[config.mk]
export PLATFORM = sky130hd
export DESIGN_NAME = spi_eeprom_fe
export DESIGN_NICKNAME = d
export VERILOG_FILES = /design/src/rtl/spi_eeprom_fe.sv
export SDC_FILE = /design/constraint.sdc
export NUM_CORES = 1
export LEC_CHECK = 0
export CORE_ASPECT_RATIO = 1.75
export CORE_MARGIN = 3
export CORE_UTILIZATION = 25
export CTS_BUF_LIST = sky130_fd_sc_hd__clkbuf_4 sky130_fd_sc_hd__clkbuf_8
export CTS_CLUSTER_DIAMETER = 120
export DETAILED_ROUTE_END_ITERATION = 10
export HOLD_SLACK_MARGIN = 0.08
export PLACE_DENSITY = 0.47
export SYNTH_ARGS = -nofsm -noshare
export SYNTH_HDL_FRONTEND = slang
export SYNTH_SLANG_ARGS = --single-unit
[constraint.sdc]
create_clock -name clk -period 2.2 [get_ports clk]
set_input_delay 0.66 -clock clk [delete_from_list [all_inputs] [get_ports clk]]
set_output_delay 0.66 -clock clk [all_outputs]
set_load 0.01 [all_outputs]
[src/rtl/spi_eeprom_fe.sv]
module spi_eeprom_fe #(
  parameter int AW         = 8,
  parameter int PAGE_BYTES = 16,
  parameter int WR_TICKS   = 200
) (
  input  logic          clk,
  input  logic          rst_n,
  input  logic          cs_n,
  input  logic          sck,
  input  logic          mosi,
  input  logic          hold_n,
  output logic          miso,
  output logic          miso_oe,
  output logic [AW-1:0] mem_addr,
  output logic          mem_we,
  output logic [7:0]    mem_wdata,
  input  logic [7:0]    mem_rdata
);
  localparam int PW = $clog2(PAGE_BYTES);
  localparam int TW = $clog2(WR_TICKS + 1);
  localparam logic [TW-1:0] T_LAST = TW'(WR_TICKS - 1);
  localparam logic [TW-1:0] T_PAGE = TW'(PAGE_BYTES);

  typedef enum logic [3:0] {
    S_IDLE, S_OP, S_ADDR, S_RD, S_WR, S_SRIN, S_SRFULL, S_SROUT, S_WAIT
  } st_t;

  logic [2:0] cs_p, sck_p, hold_p;
  logic [1:0] mosi_p;
  st_t        st;
  logic       is_rd, wel, busy, sr_pend, have_data, oe_r, miso_r, hold_act;
  logic [2:0] bitcnt;
  logic [6:0] sh;
  logic [7:0] txs;
  logic [AW-1:0] addr;
  logic [1:0] bp, sr_new;
  logic [TW-1:0] tcnt;
  logic [7:0] page [PAGE_BYTES];
  logic [PAGE_BYTES-1:0] pvalid;

  wire cs_s      = cs_p[1];
  wire cs_rise   = cs_s & ~cs_p[2];
  wire cs_fall   = ~cs_s & cs_p[2];
  wire sck_s     = sck_p[1];
  wire sck_rise  = sck_s & ~sck_p[2] & ~cs_s & ~hold_act;
  wire sck_fall  = ~sck_s & sck_p[2] & ~cs_s & ~hold_act;
  wire hold_fall = ~hold_p[1] & hold_p[2];
  wire hold_rise = hold_p[1] & ~hold_p[2];
  wire [7:0] rx_byte = {sh, mosi_p[1]};
  wire [7:0] status  = {4'hF, bp, wel, busy};
  wire [7:0] src     = (st == S_RD) ? mem_rdata : status;
  wire wr_go = (st == S_WR) && (bitcnt == 3'd0) && have_data;
  wire sr_go = (st == S_SRFULL);
  wire [PW-1:0] widx = tcnt[PW-1:0];

  assign miso      = miso_r;
  assign miso_oe   = oe_r & ~cs_s & ~hold_act;
  assign mem_addr  = busy ? {addr[AW-1:PW], widx} : addr;
  assign mem_we    = busy && !sr_pend && (tcnt < T_PAGE) && pvalid[widx];
  assign mem_wdata = page[widx];

  always_ff @(posedge clk or negedge rst_n) begin
    if (!rst_n) begin
      cs_p <= 3'b111; sck_p <= 3'b000; hold_p <= 3'b111; mosi_p <= 2'b00;
    end else begin
      cs_p   <= {cs_p[1:0], cs_n};
      sck_p  <= {sck_p[1:0], sck};
      hold_p <= {hold_p[1:0], hold_n};
      mosi_p <= {mosi_p[0], mosi};
    end
  end

  always_ff @(posedge clk or negedge rst_n) begin
    if (!rst_n) begin
      st <= S_IDLE; is_rd <= 1'b0; wel <= 1'b0; busy <= 1'b0; sr_pend <= 1'b0;
      have_data <= 1'b0; oe_r <= 1'b0; miso_r <= 1'b0; hold_act <= 1'b0;
      bitcnt <= '0; sh <= '0; txs <= '0; addr <= '0; bp <= '0; sr_new <= '0;
      tcnt <= '0; pvalid <= '0;
    end else begin
      if (!hold_act && !cs_s && hold_fall && !sck_s) hold_act <= 1'b1;
      else if (hold_act && hold_rise && !sck_s)      hold_act <= 1'b0;

      if (busy) begin
        tcnt <= tcnt + 1'b1;
        if (tcnt == T_LAST) begin
          busy <= 1'b0;
          wel  <= 1'b0;
          if (sr_pend) bp <= sr_new;
        end
      end

      if (cs_rise) begin
        st   <= S_IDLE;
        oe_r <= 1'b0;
        if (wr_go || sr_go) begin
          busy    <= 1'b1;
          sr_pend <= sr_go;
          tcnt    <= '0;
        end
      end else if (cs_fall) begin
        st     <= S_OP;
        bitcnt <= '0;
        oe_r   <= 1'b0;
        if (!busy) begin
          pvalid    <= '0;
          have_data <= 1'b0;
        end
      end else if (sck_rise) begin
        sh     <= rx_byte[6:0];
        bitcnt <= bitcnt + 3'd1;
        if (st == S_SRFULL) st <= S_WAIT;
        if (bitcnt == 3'd7) begin
          case (st)
            S_OP: begin
              if (busy && rx_byte != 8'h05) st <= S_WAIT;
              else begin
                case (rx_byte)
                  8'h06: begin wel <= 1'b1; st <= S_WAIT; end
                  8'h04: begin wel <= 1'b0; st <= S_WAIT; end
                  8'h05: st <= S_SROUT;
                  8'h01: st <= wel ? S_SRIN : S_WAIT;
                  8'h03: begin is_rd <= 1'b1; st <= S_ADDR; end
                  8'h02: begin is_rd <= 1'b0; st <= wel ? S_ADDR : S_WAIT; end
                  default: st <= S_WAIT;
                endcase
              end
            end
            S_ADDR: begin
              addr <= rx_byte[AW-1:0];
              st   <= is_rd ? S_RD : S_WR;
            end
            S_RD: addr <= addr + 1'b1;
            S_WR: begin
              page[addr[PW-1:0]]   <= rx_byte;
              pvalid[addr[PW-1:0]] <= 1'b1;
              have_data            <= 1'b1;
              addr <= {addr[AW-1:PW], addr[PW-1:0] + 1'b1};
            end
            S_SRIN: begin
              sr_new <= rx_byte[3:2];
              st     <= S_SRFULL;
            end
            S_SROUT: begin
              st   <= S_WAIT;
              oe_r <= 1'b0;
            end
            default: ;
          endcase
        end
      end else if (sck_fall && (st == S_RD || st == S_SROUT)) begin
        if (bitcnt == 3'd0) begin
          miso_r <= src[7];
          txs    <= {src[6:0], 1'b0};
          oe_r   <= 1'b1;
        end else begin
          miso_r <= txs[7];
          txs    <= {txs[6:0], 1'b0};
        end
      end
    end
  end
endmodule


==> results of run 1 <==
## layer usage
layer	share of wire, %	wire length, um	global-route usage [%]
met3	2.5	625	1.78
met2	60	14800	26.8
met1	33	8130	12.3
met5	0	0	0
met4	4.7	1150	6.34
## layout by cell type (no fill, tap or decap), types with 8 or more instances in the layout
master           synthesis  final
a21oi_1                  8      8
a22oi_2                  0     14
and2_1                  15     14
and3_1                   8      8
buf_12                   0     22
buf_2                   13     10
buf_4                    9     84
buf_6                    2     15
clkbuf_8                 0     31
clkdlybuf4s50_1          0     13
clkinv_2                 0     11
dfrtp_1                 70     65
edfxtp_1               128    128
ha_1                    10      9
inv_1                   13     13
mux2_1                  11     11
mux2i_1                  8      8
mux4_2                  36     36
nand2_1                 57     54
nand3_1                 12     12
nor2_1                  27     24
nor2b_1                  9      9
o21ai_1                 23     23
## worst max-delay path by stage
stage	endpoint	slack, ps
floorplan	page[13][0]	-10
global placement	mem_we	-790
detailed placement	mem_we	-770
CTS	mem_wdata[5]	-840
global route	mem_we	-880
finish	mem_we	-770
## power groups by stage
stage	Clock, mW	Combinational [mW]	Sequential [mW]
finish	2.92	0.507	4.24
floorplan	0	0.218	4.34
global route	3.22	0.565	4.24
CTS	3.05	0.512	4.24
global placement	0	0.501	4.32
detailed placement	0	0.504	4.32
## cell families after synthesis
logic type / count (synthesis) / share of synthesized area [%]
adders and majority gates: 10 / 1.39
AOI/OAI and AO/OA: 106 / 8.28
buffers and inverters: 52 / 2.89
DFF: 204 / 63.8
and+or+nand+nor: 181 / 11.4
muxes: 57 / 11.5
xor gates and xnor gates: 8 / 0.777
## area by class of cell
class	instances	area [um2]	area share [%]
multi-input cells	362	3190	27.4
inverters	13	48.8	0.419
diodes	1	2.50	0.0215
clock buffers	35	457	3.92
clock inverters	21	105	0.903
flip-flops and latches	204	5760	49.5
repair buffers	150	1490	12.8
well taps	465	582	5.00
## synth_stat cells (3+ instances only)
| master | count | area share, % |
|---|---|---|
| a211oi_1 | 5 | 0.42 |
| a21o_1 | 5 | 0.42 |
| a21oi_1 | 8 | 0.44 |
| a22o_1 | 4 | 0.39 |
| a22oi_1 | 19 | 1.6 |
| a31oi_1 | 3 | 0.21 |
| and2_1 | 15 | 1.0 |
| and3_1 | 8 | 0.56 |
| buf_1 | 5 | 0.21 |
| buf_2 | 13 | 0.72 |
| buf_4 | 9 | 0.75 |
| clkbuf_1 | 10 | 0.42 |
| dfrtp_1 | 70 | 19 |
| dfstp_2 | 6 | 1.7 |
| edfxtp_1 | 128 | 43 |
| ha_1 | 10 | 1.4 |
| inv_1 | 13 | 0.54 |
| mux2_1 | 11 | 1.4 |
| mux2i_1 | 8 | 0.89 |
| mux4_2 | 36 | 9.0 |
| nand2_1 | 57 | 2.4 |
| nand2b_1 | 5 | 0.35 |
| nand3_1 | 12 | 0.67 |
| nand4_1 | 4 | 0.28 |
| nor2_1 | 27 | 1.1 |
| nor2b_1 | 9 | 0.62 |
| nor3_1 | 5 | 0.28 |
| nor3_2 | 3 | 0.33 |
| nor4_1 | 5 | 0.35 |
| o21ai_0 | 8 | 0.44 |
| o21ai_1 | 23 | 1.3 |
| o2bb2ai_1 | 4 | 0.39 |
| o31ai_1 | 5 | 0.42 |
| or3_1 | 4 | 0.28 |
| xor2_1 | 6 | 0.58 |
## registers in the layout, indices dropped and copies added (netlist names), 4 cells and up
register  flops
page        128
pvalid       16
st            4
tcnt          8
sh            7
txs           7
addr          8
## what timing repair did
item                                   in CTS  in global routing
endpoints found under the hold margin       4                  0
gates cloned                                1                  1
pin swaps                                  16                  6
buffers inserted                           15                  1
resized for setup                         111                 15
hold buffers                                1                  0
setup endpoints to repair                 156                122
## through the flow
step           total power [mW]  cell area, um2  hold slack [ps]  cells  util [%]
3_5_place_dp               4.83           10700              339   1178      30.3
3_3_place_gp               4.82           10700              334   1178      30.3
6_report                   7.67           11600              350   1251      32.9
2_1_floorplan              4.56            9030              331    618         -
5_1_grt                    8.03           11600              359   1251      32.9
4_1_cts                    7.80           11600              354   1249      32.7
==> flow_metrics.env, run 1 <==
export IMPL_status="finished with violations"
export IMPL_violations="negative setup slack"
export IMPL_grt_pass1_vias=6309
export IMPL_crit_family="compound AO/OA/AOI/OAI gates"
export IMPL_place_hpwl_um=17500
export IMPL_final_hold_violation_count=0
export IMPL_cts_root_buf="clkbuf_8"
export IMPL_synth_async_reset_ratio_pct=37.3
export IMPL_gr_usage_all_layers_pct=13.1
export IMPL_grt_max_degree=62
export IMPL_p_leak_nw=4.45
export IMPL_die_w_um=150
export IMPL_firstDrtPassIters=4
export IMPL_ys_ff_latch=204
export IMPL_clock_sinks=204
export IMPL_cp_end_kind="output pin"
export IMPL_cp_depth=6
export IMPL_crit_slowest_cell="mux4_2"
export IMPL_cts_max_path_buffers=3
export IMPL_syn_area_per_cell_um2=14.6
export IMPL_hp_class="reg2reg"
export IMPL_drt_iter0_markers=307
export IMPL_reg2reg_from="cs_p[1]"
export IMPL_die_y_um=257
export IMPL_drv_slew=0
export IMPL_final_nets=785
export IMPL_wl_per_cell_um=19.7
export IMPL_reg2reg_slack_ps=120
export IMPL_switching_share_pct=24.9
export IMPL_synth_distinct_cells=74
export IMPL_maxCapViolCount=0
export IMPL_combPwrFrac_pct=6.6
export IMPL_required_ps=1540
export IMPL_nFillCells=3446
export IMPL_gp_congestion=0.833
export IMPL_via_per_inst=4.54
export IMPL_yosys_warnings=0
export IMPL_path_max_fanout=3
export IMPL_cts_reportedPaths_clkPinSlew_ps=70
export IMPL_remaining_drc_errors=0
export IMPL_power_switching_mw=1.91
export IMPL_p_seq_share_pct=55.3
export IMPL_hold_end="sck_p[1]"
export IMPL_path_buf_inv=2
export IMPL_core_area_um2=35400
export IMPL_fmax_mhz=337
export IMPL_power_density_nw_per_um2=659
export IMPL_cts_tree="yes"
export IMPL_hold_path_depth=0
export IMPL_grt_pass1_wl_um=37800
export IMPL_dp_slack_ps=-769
export IMPL_crit_type="reg2out"
export IMPL_syn_inst=618
export IMPL_ys_flop_type="edfxtp_1"
export IMPL_timing_rr_end="wel"
export IMPL_worst_slack_ps=-771
export IMPL_hold_path_startpoint="sck_p[0]"
export IMPL_insertion_delay_ps=570
export IMPL_dr_total_vias=5683
export IMPL_syn_nets=642
export IMPL_tightest_slew_ps=787
export IMPL_numPortBuffers=32
export IMPL_power_frac_clock_pct=38.1
export IMPL_initial_core_util_pct=25.5
export IMPL_cp_cell_sequence="buf_6 > mux4_2 > a22o_1 > a221oi_4 > nor4_2 > buf_2"
export IMPL_syn_cell_area_um2=9020
export IMPL_synth_edff_count=128
export IMPL_crit_start="tcnt[0]"
export IMPL_antenna_left=0
export IMPL_die_area_um2=38500
export IMPL_ys_seq_area_share_pct=63.8
export IMPL_antenna_found_initial=1
export IMPL_cp_slowest_stage_delay_ps=480
export IMPL_p_int_mw=5.76
export IMPL_drt_wl_total_um=24700
export IMPL_cts_max_level=1
export IMPL_grt_overflow=0
export IMPL_ioPinCount=33
export IMPL_ir_drop_v=0.000356
export IMPL_synthToLayoutAreaGrowth_pct=29.1
export IMPL_timing_setup_tns_ps=-6760
export IMPL_setup_viol=10
export IMPL_rsz0062_at_grt="true"
export IMPL_layout_worst_path_cycle_share_pct=135
export IMPL_cp_arrival_ps=2310
export IMPL_num_rows=91
export IMPL_cp_start_kind="flop"
export IMPL_cts_buffers=30
export IMPL_r2r_cells=7
export IMPL_relSlewSlack_pct=47.5
export IMPL_drive_above_1_share_pct=35.2
export IMPL_final_setup_skew_ps=12.8
export IMPL_period_needed_ps=2970
Power figures use the tool's default switching activity.
==> run 2, diff against run 1 <==
Settings changed: REMOVE_ABC_BUFFERS set to 1, SKIP_LAST_GASP set to 1.
==> run 2 against run 1 <==
Compared with the run above:
- critical endpoint unchanged
- the run still ends with negative setup slack left
- global-route usage rose by 0.081 points
- final cell count rose by 0.56%
- worst setup slack got worse by 65 ps
==> flow_metrics.env, run 2 (synthesis results as in run 1) <==
export IMPL_status="finished with violations"
export IMPL_violations="negative setup slack"
export IMPL_rsz0062_at_grt="true"
export IMPL_place_hpwl_um=17200
export IMPL_cp_arrival_ps=2380
export IMPL_maxCapViolCount=0
export IMPL_cts_max_path_buffers=3
export IMPL_largest_reg_flops=128
export IMPL_drt_iter0_markers=186
export IMPL_crit_type="reg2out"
export IMPL_dr_total_vias=5770
export IMPL_grt_overflow=0
export IMPL_via_per_inst=4.59
export IMPL_power_mw=8.11
export IMPL_path_max_fanout=5
export IMPL_relSlewSlack_pct=56.6
export IMPL_hp_class="reg2reg"
export IMPL_ioPinCount=33
export IMPL_insertion_delay_ps=520
export IMPL_setup_viol=10
export IMPL_die_w_um=150
export IMPL_numPortBuffers=32
export IMPL_remaining_drc_errors=0
export IMPL_cts_root_buf="clkbuf_8"
export IMPL_power_density_nw_per_um2=688
export IMPL_num_rows=91
export IMPL_fmax_mhz=329
export IMPL_final_setup_skew_ps=22.7
export IMPL_firstDrtPassIters=4
export IMPL_worst_slack_ps=-836
export IMPL_period_needed_ps=3040
export IMPL_antenna_found_initial=0
export IMPL_grt_pass1_wl_um=38200
export IMPL_antenna_left=0
export IMPL_cts_tree="yes"
export IMPL_clock_sinks=204
export IMPL_die_y_um=257
export IMPL_grt_max_degree=76
export IMPL_core_area_um2=35400
export IMPL_antenna_cells=0
export IMPL_drive_above_1_share_pct=35.6
export IMPL_gp_congestion=0.830
export IMPL_final_nets=792
export IMPL_initial_core_util_pct=25.5
export IMPL_cp_start_kind="flop"
export IMPL_required_ps=1540
export IMPL_postPlaceCellArea_um2=10700
export IMPL_grt_pass1_vias=6306
export IMPL_final_area_um2=11800
export IMPL_die_area_um2=38500
export IMPL_gr_usage_all_layers_pct=13.2
export IMPL_cts_max_level=2
export IMPL_ir_drop_v=0.000369
export IMPL_cts_reportedPaths_clkPinSlew_ps=60
export IMPL_wl_per_cell_um=19.9
export IMPL_final_cell_mix="edfxtp_1 (128), buf_4 (84), dfrtp_1 (65)"
export IMPL_cp_end_kind="output pin"
export IMPL_tightest_slew_ps=651
export IMPL_p_leak_nw=4.54
export IMPL_cts_buffers=35
export IMPL_drt_wl_total_um=25000
export IMPL_layout_worst_path_cycle_share_pct=138
export IMPL_timing_setup_tns_ps=-6950
export IMPL_final_common_cell="edfxtp_1"
export IMPL_drv_slew=0
export IMPL_final_hold_violation_count=0
export IMPL_hold_slack_ps=347
export IMPL_synthToLayoutAreaGrowth_pct=30.6
==> run 2: final cells by class <==
cell class,count,area (um2)
Clock buffer,47,578
Timing Repair Buffer,152,1500
Inverter,13,48.8
Sequential cell,204,5760
Multi-Input combinational cell,362,3210
Clock inverter,15,92.6
Tap cell,465,582
Fill cell,3500,23600
==> run 2: routing by layer <==
layer  GRT usage (%)  wire (um)  up-vias
li1                -          -     2672
met1            13.8       8900     2942
met2            25.8      14500      112
met3            2.38        937       44
met4            4.48        725        0
met5               0          0        -
==> run 2: timing repair <==
item	in CTS	in global routing
gates cloned	1	0
endpoints found under the setup margin	39	147
gates resized for setup	96	37
setup buffers	15	11
endpoints found under the hold margin	1	0
pin swaps	9	14
hold buffers	1	0
==> run 2: critical path: stages, from the launching register on <==
cell and delay (ps):
dfrtp_2 430, buf_6 120, mux4_2 500, a22o_1 200, a221oi_2 240, buf_4 180, nor4_1 50, buf_2 140
==> run 2: final timing paths <==
check / from / to / slack [ps] / cells past startpoint
worst max-delay path: tcnt[0] / mem_we / -840 / 7
worst min-delay path: mosi_p[0] / mosi_p[1] / 350 / 0
worst max register to register: tcnt[0] / bp[1] / 110 / 9
worst min register to register: mosi_p[0] / mosi_p[1] / 350 / 0
max in group asynchronous: rst_n / hold_p[1] / 920 / 4
min in group asynchronous: rst_n / pvalid[15] / 630 / 3
==> run 2: stage by stage <==
step	utilization, %	setup WS, ps	instances
2_1_floorplan	-	-1270	579
3_3_place_gp	30.2	-713	1173
3_5_place_dp	30.2	-711	1173
4_1_cts	32.8	-909	1250
5_1_grt	33.3	-922	1258
6_report	33.3	-836	1258
==> run 2: report_power, final <==
| part | switching, mW | internal [mW] | total (mW) | leakage, nW |
|---|---|---|---|---|
| Sequential | 0.0517 | 4.19 | 4.24 | 2.14 |
| Clock | 1.54 | 1.83 | 3.37 | 0.349 |
| Combinational | 0.326 | 0.176 | 0.502 | 2.05 |
| Total | 1.92 | 6.19 | 8.11 | 4.54 |
==> run 3, diff against run 2 <==
Settings changed: MAX_ROUTING_LAYER set to met4, SKIP_CTS_REPAIR_TIMING set to 1.
==> run 3 against run 2 <==
Compared with the run above:
- worst setup slack worse by 61 ps
- the flow still finishes with violations (negative setup slack)
- combinational power about the same
- count of clock-buffer cells in the layout unchanged
- global-route usage up 0.13 points
- hold slack worse by 1.2 ps
- final cell count down 0.56%
- critical path type unchanged
- critical endpoint unchanged
==> flow_metrics.env, run 3 (synthesis results as in run 1) <==
export IMPL_status="finished with violations"
export IMPL_violations="negative setup slack"
export IMPL_power_density_nw_per_um2=693
export IMPL_insertion_delay_ps=520
export IMPL_via_per_inst=4.63
export IMPL_grt_pass1_wl_um=37400
export IMPL_grt_max_degree=76
export IMPL_die_w_um=150
export IMPL_clock_sinks=204
export IMPL_antenna_cells=0
export IMPL_drt_wl_total_um=25000
export IMPL_largest_reg_flops=128
export IMPL_finalCoreUtilization_pct=33.0
export IMPL_ir_drop_v=0.000370
export IMPL_tightest_slew_ps=655
export IMPL_cts_reportedPaths_clkPinSlew_ps=60
export IMPL_ioPinCount=33
export IMPL_numPortBuffers=32
export IMPL_final_hold_violation_count=0
export IMPL_synthToLayoutAreaGrowth_pct=29.6
export IMPL_drive_above_1_share_pct=33.1
export IMPL_drv_slew=0
export IMPL_remaining_drc_errors=0
export IMPL_final_cell_mix="edfxtp_1 (128), buf_4 (82), dfrtp_1 (66)"
export IMPL_power_mw=8.10
export IMPL_place_hpwl_um=17200
export IMPL_hold_end="mosi_p[1]"
export IMPL_rsz0062_at_grt="true"
export IMPL_fmax_mhz=323
export IMPL_timing_rr_end="bp[1]"
export IMPL_antenna_left=0
export IMPL_initial_core_util_pct=25.5
export IMPL_gr_usage_all_layers_pct=13.3
export IMPL_core_area_um2=35400
export IMPL_firstDrtPassIters=4
export IMPL_drt_iter0_markers=209
export IMPL_hold_path_depth=0
export IMPL_setup_viol=12
export IMPL_dp_slack_ps=-711
export IMPL_multiInputGateArea_um2=3130
export IMPL_final_instance_count_excl_fill=1251
export IMPL_final_common_cell="edfxtp_1"
export IMPL_wl_per_cell_um=20.0
export IMPL_grt_pass1_vias=6208
export IMPL_dr_total_vias=5788
export IMPL_die_area_um2=38500
export IMPL_antenna_found_initial=0
export IMPL_grt_overflow=0
export IMPL_p_leak_nw=4.59
export IMPL_final_setup_skew_ps=25.3
export IMPL_cp_start_kind="flop"
export IMPL_path_max_fanout=7
export IMPL_dpl_cell_count=1173
export IMPL_maxCapViolCount=0
export IMPL_final_nets=785
export IMPL_cp_arrival_ps=2440
export IMPL_reg2reg_slack_ps=70
export IMPL_nFillCells=3486
export IMPL_reg2reg_from="tcnt[0]"
export IMPL_hp_class="reg2reg"
export IMPL_period_needed_ps=3100
export IMPL_timing_setup_tns_ps=-7600
export IMPL_hold_path_startpoint="mosi_p[0]"
export IMPL_cts_tree="yes"
export IMPL_cts_root_buf="clkbuf_8"
export IMPL_worst_slack_ps=-897
export IMPL_cts_buffers=35
export IMPL_relSlewSlack_pct=56.3
export IMPL_gp_congestion=0.843
export IMPL_cts_max_path_buffers=3
export IMPL_layout_worst_path_cycle_share_pct=141
export IMPL_num_rows=91
export IMPL_ff_latch_area_um2=5760
export IMPL_required_ps=1540
export IMPL_die_y_um=257
export IMPL_crit_type="reg2out"
export IMPL_cp_end_kind="output pin"
export IMPL_cts_max_level=2
export IMPL_r2r_cells=9
[run 3: critical path: stages, from the launching register on]
cell and delay [ps]:
dfrtp_2 490, buf_6 130, mux4_2 470, a22o_1 220, a221oi_2 240, buf_4 180
nor4_1 50, clkbuf_2 130
[run 3: layout make-up]
type                    instances  area share, %
repair buffers                145           12.8
multi-input cells             362           26.8
clock inverters                15          0.792
well taps                     465           4.98
flip-flops and latches        204           49.3
inverters                      13          0.418
clock buffers                  47           4.95
[run 3: through the flow]
step / hold slack [ps] / instance area [um2]
after floorplan: 331 / 8810
after global placement: 335 / 10700
after detailed placement: 337 / 10700
after CTS: 74.7 / 11400
after global routing: 353 / 11700
final: 346 / 11700
[run 3: how the worst max path moves through the flow]
stage,startpoint,to,slack [ps]
2_1_floorplan,tcnt[0],mem_we,-1270
3_3_place_gp,tcnt[0],mem_we,-710
3_5_place_dp,tcnt[0],mem_we,-710
4_1_cts,tcnt[0],mem_we,-1290
5_1_grt,tcnt[0],mem_we,-990
6_report,tcnt[0],mem_we,-900
[run 3: routing by layer]
| layer | global-route usage, % | up-vias | share of wire [%] |
|---|---|---|---|
| met1 | 13.4 | 2937 | 35 |
| met2 | 25.2 | 129 | 57 |
| met4 | 5.06 | 0 | 3.5 |
| met5 | - | - | 0 |
| li1 | - | 2663 | - |
| met3 | 2.41 | 59 | 3.9 |
[run 3: power by group]
group          internal (mW)  total [mW]  switching [mW]  leakage (nW)
clock                   1.83        3.36            1.53         0.349
combinational          0.176       0.501           0.325          2.10
sequential              4.19        4.24          0.0498          2.14
total                   6.19        8.10            1.91          4.59
